File: src/rtl/flash_erase_guard.sv
module flash_erase_guard #(
  parameter int ADDR_W = 24
) (
  input  logic              clk,
  input  logic              rst_n,
  input  logic              bus_wr,
  input  logic [1:0]        bus_addr,
  input  logic [7:0]        bus_wdata,
  output logic [7:0]        bus_rdata,
  input  logic              wen_pin,
  input  logic              sw_wen,
  input  logic              hw_standby,
  input  logic              sw_standby,
  input  logic              flash_en,
  input  logic [ADDR_W-1:0] chk_addr,
  output logic              erase_ok,
  output logic [3:0]        blk_idx,
  output logic              blk_valid
);
  localparam int NBLK   = 10;
  localparam int MAP_LG = 17;

  logic [1:0] sel_hi;
  logic [7:0] sel_lo;
  logic       setup_q;
  logic [NBLK-1:0] sel_all, cand;
  logic wr_hi, wr_lo, cand_ok, clr_sel, both_en;

  assign sel_all = {sel_hi, sel_lo};
  assign both_en = wen_pin && sw_wen;
  assign clr_sel = hw_standby || sw_standby || !both_en;
  assign wr_hi   = bus_wr && flash_en && bus_addr == 2'd0;
  assign wr_lo   = bus_wr && flash_en && bus_addr == 2'd1;
  assign cand    = wr_hi ? {bus_wdata[1:0], sel_lo} : {sel_hi, bus_wdata};
  assign cand_ok = $countones(cand) <= 1;

  always_ff @(posedge clk or negedge rst_n)
    if (!rst_n) begin
      sel_hi <= '0;
      sel_lo <= '0;
    end else if (clr_sel) begin
      sel_hi <= '0;
      sel_lo <= '0;
    end else if (cand_ok) begin
      if (wr_hi) sel_hi <= bus_wdata[1:0];
      if (wr_lo) sel_lo <= bus_wdata;
    end

  always_ff @(posedge clk or negedge rst_n)
    if (!rst_n)                              setup_q <= 1'b0;
    else if (!both_en)                       setup_q <= 1'b0;
    else if (bus_wr && bus_addr == 2'd2)     setup_q <= bus_wdata[0];

  always_comb
    case (bus_addr)
      2'd0:    bus_rdata = flash_en ? {6'b0, sel_hi} : 8'h00;
      2'd1:    bus_rdata = flash_en ? sel_lo : 8'h00;
      2'd2:    bus_rdata = {7'b0, setup_q};
      default: bus_rdata = 8'h00;
    endcase

  always_comb begin
    blk_valid = (chk_addr >> MAP_LG) == '0;
    if (chk_addr[16])           blk_idx = chk_addr[15] ? 4'd9 : 4'd8;
    else if (chk_addr[15])      blk_idx = !chk_addr[14] ? 4'd5 : (chk_addr[13] ? 4'd7 : 4'd6);
    else if (|chk_addr[14:12])  blk_idx = 4'd4;
    else                        blk_idx = {2'b0, chk_addr[11:10]};
  end

  assign erase_ok = blk_valid && sel_all[blk_idx];

  a_r4_one_select: assert property (@(posedge clk) disable iff (!rst_n)
    $countones(sel_all) <= 1);
  a_r2_clear: assert property (@(posedge clk) disable iff (!rst_n)
    clr_sel |=> sel_all == '0);
  a_r5_frozen: assert property (@(posedge clk) disable iff (!rst_n)
    (!flash_en && !clr_sel) |=> $stable(sel_all));
  a_r5_read_zero: assert property (@(posedge clk) disable iff (!rst_n)
    (!flash_en && bus_addr[1] == 1'b0) |-> bus_rdata == 8'h00);
  a_r7_outside: assert property (@(posedge clk) disable iff (!rst_n)
    !blk_valid |-> !erase_ok);
  a_r8_setup_clear: assert property (@(posedge clk) disable iff (!rst_n)
    !both_en |=> !setup_q);
endmodule

File: config.mk
export PLATFORM = sky130hd
export DESIGN_NAME = flash_erase_guard
export DESIGN_NICKNAME = d
export VERILOG_FILES = /design/src/rtl/flash_erase_guard.sv
export SDC_FILE = /design/constraint.sdc
export NUM_CORES = 1
export LEC_CHECK = 0
export BUFFER_PORTS_ARGS = -buffer_cell sky130_fd_sc_hd__buf_2
export CORE_ASPECT_RATIO = 1.4
export CORE_MARGIN = 10
export CORE_UTILIZATION = 40
export DETAILED_ROUTE_END_ITERATION = 12
export MAX_ROUTING_LAYER = met4
export PLACE_DENSITY = 0.72
export SLEW_MARGIN = 30
export SYNTH_ARGS = -nofsm -noshare
export SYNTH_HDL_FRONTEND = slang
export SYNTH_SLANG_ARGS = --single-unit
File: constraint.sdc
create_clock -name clk -period 6.7 [get_ports clk]
set_input_delay 1.34 -clock clk [delete_from_list [all_inputs] [get_ports clk]]
set_output_delay 1.34 -clock clk [all_outputs]
set_load 0.05 [all_outputs]
After elaboration in Yosys (flattened, before gate mapping)
Index checks and enable logic that the tools add are counted.

storage, ports and cells
  bits of input ports = 42
  flip-flop bits (word level) = 11
  output and inout bits = 14

operators by class
  magnitude comparators = 2
  reductions and logical operators = 17
  equal/unequal tests = 3
  mux-type cells = 20
  add/sub/neg operators = 9

operators by type and width
  cell                                                                           count
  8-bit 2-to-1 mux                                                               4
  24-bit logical NOT                                                             1
  8-bit case mux with 3 select lines                                             1
  1-bit by 1-bit adder with 2-bit output                                         5
  10-bit 2-to-1 mux                                                              1
  2-bit 2-to-1 mux                                                               5
  2-bit by 2-bit adder with 3-bit output                                         2
  1-bit logical AND                                                              6
  3-bit 2-to-1 mux                                                               2
  2-bit nonzero test                                                             3
  4-bit by 2-bit adder with 5-bit output                                         1
  5-bit by 1-bit <= comparator with 1-bit output (second input constant)         1
  4-bit by 5-bit less-than comparator with 1-bit output (second input constant)  1
  1-bit 2-to-1 mux                                                               5
  3-bit by 3-bit adder with 4-bit output                                         1
  1-bit binary-select mux with 4-bit select                                      1
  4-bit 2-to-1 mux                                                               1
  2-bit AND reduction                                                            2
  3-bit OR reduction                                                             1
  2-bit by 1-bit equality test with 1-bit output (second input constant)         1
  2-bit equality test (second input constant)                                    1
  2-bit logical NOT                                                              1
  1-bit logical OR                                                               2
  2-bit by 1-bit inequality test with 1-bit output (second input constant)       1
  1-bit logical NOT                                                              1

Depth between registers and ports, before layout
  depth in word-level cells = 10
  depth in mapped cells = 17
  mapped depth without buffers = 16

Worst setup path before layout
No wires, ideal clock.

  path kind = input-to-output
  from = input chk_addr[19]
  to = output erase_ok
  data arrival time = 4.584 ns
  path slack = 0.776 ns
  buffers on the path = 0
  stages = 4
  cells stage by stage = or4_1 -> nor4_1 -> inv_1 -> a2111oi_2

on the way
  word-level cells in the longest chain between the ends = 2

ends and longest elaborated chain
  what                 line  source
  start: declaration   15    input logic [ADDR_W-1:0] chk_addr,
  24-bit logical NOT   63    blk_valid = (chk_addr >> MAP_LG) == '0;
  named net blk_valid  18    output logic blk_valid
  1-bit logical AND    70    assign erase_ok = blk_valid && sel_all[blk_idx];
  end: declaration     16    output logic erase_ok,

The timed path passes the listed nets, and every way through them passes these cells.

Final worst setup path
  from = input bus_addr[1]
  to = register sel_lo[3]

on the way
  word-level cells in the longest chain between the ends = 10

ends and longest elaborated chain
  what                                                          line  source
  start: declaration                                            7     input logic [1:0] bus_addr,
  2-bit logical NOT                                             32    assign wr_hi = bus_wr && flash_en && bus_addr == 2'd0;
  1-bit logical AND                                             32
  10-bit 2-to-1 mux                                             34    assign cand = wr_hi ? {bus_wdata[1:0], sel_lo} : {sel_hi, bus_wdata};
  1-bit by 1-bit adder with 2-bit output (not written as such)  35    assign cand_ok = $countones(cand) <= 1;
  2-bit by 2-bit adder with 3-bit output (not written as such)  35
  3-bit by 3-bit adder with 4-bit output (not written as such)  35
  4-bit by 2-bit adder with 5-bit output (not written as such)  35
  5-bit by 1-bit <= comparator with 1-bit output                35
  2-bit nonzero test (no source line)                           --
  2-bit AND reduction (no source line) (*)                      --
  end signal: assignment                                        46    if (wr_lo) sel_lo <= bus_wdata;
  end: declaration                                              24    logic [7:0] sel_lo;

Every way passes the cells marked *; elsewhere a longest branch is shown, timed or not.
A chain may end at the register's enable or synchronous reset.

==> out/metrics.cfg <==
[outcome]
status=finished clean

[synth]
seq_area_frac_synth_pct=25.7
synth.top_cells.by_count=dfrtp_1, inv_1, nand2_1, mux2_2
synthDistinctLibCells=33
synth_edf_count=0
synthCells=109
synth_warnings=0
async_reset_ff_share_pct=100
synth_ff_type=dfrtp_1
syn_avg_cell_area_sq_um=9.83
synth-seq-cells=11
syn_area_sq_um=1070
yosysTopAreaCellShare_pct=25.7
synth_nets=159
synthTopCellsByArea=dfrtp_1, fa_1, mux2_2, mux2i_1, a22o_1
yosysTopAreaCell=dfrtp_1

[worst_setup_path]
path_max_fanout=13
worstPathRequired_ns=6.90
crit_arrival_ns=6.00
cpMaxStageDelayCell=fa_1
crit_chain=buf_2, nand2b_1, nor3b_2, buf_4, mux2_2, fa_1, fa_1, inv_1, fa_1, inv_1, ha_1, inv_1, fa_1, a2111o_1, a21boi_2, nand3_1, nor2_2, a22o_1
worstPathBufferInverterCount=5
critical-path-top-delay-family=adder cells
crit_end=sel_lo[3]
worst_setup_path_end_kind=flop
worst_path_largest_cell_delay_ns=0.56
rr_startpoint=sel_lo[0]
cp.depth=18
cp-startpoint=bus_addr[1]
rr_endpoint=sel_lo[3]
r2r_setup_slack_ns=2.35
setup.worst_path.start_class=primary input
rr_worst_depth=14
critPathKind=primary input to flop
cp_common_cell=fa_1

[drt]
viasPerCell=5.35
vias=1028
drt_pass1_iterations=4
routedWlPerCell_um=15.1
drt_iter0_drc=27
drc_errors=0
routed_wl_mm=2.90
postRouteAntennaNets=0

[cells_and_area]
area_growth_pct=26.3
finalNonFillerCells=192
nets=207
drive_gt1_share_pct=41.7
final_core_util_pct=52.3
antennaDiodeCount=0

[timing]
fin_ws_ns=0.900
hold_viol=0
fin_crit_sh_pct=86.6
hold_ws_ns=0.525
worstMarginPinSlew_ns=0.627
fmax_mhz=172
fin_tns_setup_ns=0
grt_setup_unrepaired=no
clock-skew-final_ns=0.000266
setup_viol=0
slew_violations=0
slew_headroom_pct=58.0
fin_crit_ns=5.80

[global_routing]
antenna_found_initial=0
track_usage_pct=11.4
grt_overflow=0
grt_pass1_vias=1066
grt_pass1_wl_mm=4.70
grt_max_degree=14

[floorplan]
io_pins=56
die_h_um=81.2
die_w_um=63.7
core-area_sq_um=2590
core.rowCount=22
die_area_sq_um=5180
initial_core_util_pct=41.4

[power_and_ir_drop]
vdd_drop_max_mv=0.0826
seq_power_share_pct=35.7
combPwrFrac_pct=41.3
internal_power_w=0.000121
p_clk_share_pct=23.0
p_switching_w=0.0000660
power.leakage_nw=0.664
swShare_pct=35.3
pwr_density_cell_nw_per_um2=138

[clocking]
cts_buffers=3
clk-insertion-delay-late_ns=0.26
cts_buffer_depth=2
cts_resized=0
cts_tree=done
cts_hold_buffers=0
htreeDepth=1
post-cts-setup-buffer-count=0
cts_root_buf=clkbuf_4
clk_pin_slew_ns=0.07
cts.sinks=11

[place]
gp_congestion=0.799
place_hpwl_mm=2.55
port_buffers=45
dp.cells=188
pre_cts_ws_ns=0.658

[min_path]
worst_hold_path_type=flop to flop
hold_path_depth=2

[flow_run]
max_cap_violations=0

-- worst min-delay path, stage by stage, from the launching register on --
cell and delay [ns]:
dfrtp_1 0.38, nand2_1 0.06, a21oi_1 0.06
-- per-stage QoR --
step                total power (W)  cell area [sq um]
floorplan                  0.000120               1070
global placement           0.000142               1330
detailed placement         0.000145               1330
CTS                        0.000188               1350
global route               0.000203               1350
finish                     0.000187               1350
-- sequential cells by signal, indices dropped and copies added (netlist names) --
signal / count
sel_hi: 2
sel_lo: 8
setup_q: 1
-- area by class of cell --
type / count / area, sq um
repair buffers: 46 / 233
clock inverters: 1 / 5.00
fillers: 256 / 1230
well taps: 36 / 45.0
multi-input cells: 84 / 731
flip-flops and latches: 11 / 275
inverters: 11 / 41.3
clock buffers: 3 / 22.5
-- power groups by stage --
stage | registers (W) | logic (W) | clock network, W
3_5_place_dp | 0.0000680 | 0.0000768 | 0
5_1_grt | 0.0000667 | 0.0000882 | 0.0000481
3_3_place_gp | 0.0000680 | 0.0000737 | 0
4_1_cts | 0.0000667 | 0.0000781 | 0.0000437
2_1_floorplan | 0.0000680 | 0.0000518 | 0
6_report | 0.0000667 | 0.0000773 | 0.0000430
-- placed cells by master, fill, tap and decap left out --
master     synthesis  layout
a31oi_1            2       2
nor2b_1            1       1
a2111o_1           1       1
nor4_1             1       1
buf_2              1      45
nand3_1            4       4
nor4b_4            1       1
or3_1              2       2
mux2i_1            7       7
and2_1             6       6
o22ai_2            1       1
nor3b_2            1       1
nor2_1             5       5
buf_4              1       1
mux4_1             1       1
o21ai_0            2       2
nor4_2             1       1
nand2b_1           2       2
fa_1               6       6
mux2_2             8       8
or3b_1             1       1
a21oi_1            4       4
or4_1              2       2
ha_1               2       2
clkinv_2           0       1
clkbuf_4           0       3
dfrtp_1           11      11
nor2_2             1       1
a22o_1             7       7
nor3_1             3       3
a2111oi_2          1       1
nand2_1           10      10
inv_1             11      11
a21boi_2           1       1
-- worst min path at each step --
stage                         start         to
after floorplan           sel_lo[7]  sel_lo[7]
after global placement      setup_q    setup_q
after detailed placement    setup_q    setup_q
after CTS                   setup_q    setup_q
after global routing        setup_q    setup_q
final                       setup_q    setup_q
-- kinds of logic (layout without fill, tap and decap cells) --
logic type	Yosys count	count (layout)	synth area share (%)
compound gates	19	19	14.4
fa+ha+maj	8	8	13.6
buf+inv	14	61	6.07
flops	11	11	25.7
mux	16	16	17.4
simple gates	41	41	22.9
-- layer usage --
metal  routed length, um  track usage (%)  vias to the layer above
met4                  44             4.61                        0
met2                1570             22.2                       35
met1                1140             10.6                      498
li1                    -                -                      490
met3                 150             2.07                        5
met5                   0                -                        -
Power figures use the tool's default switching activity.
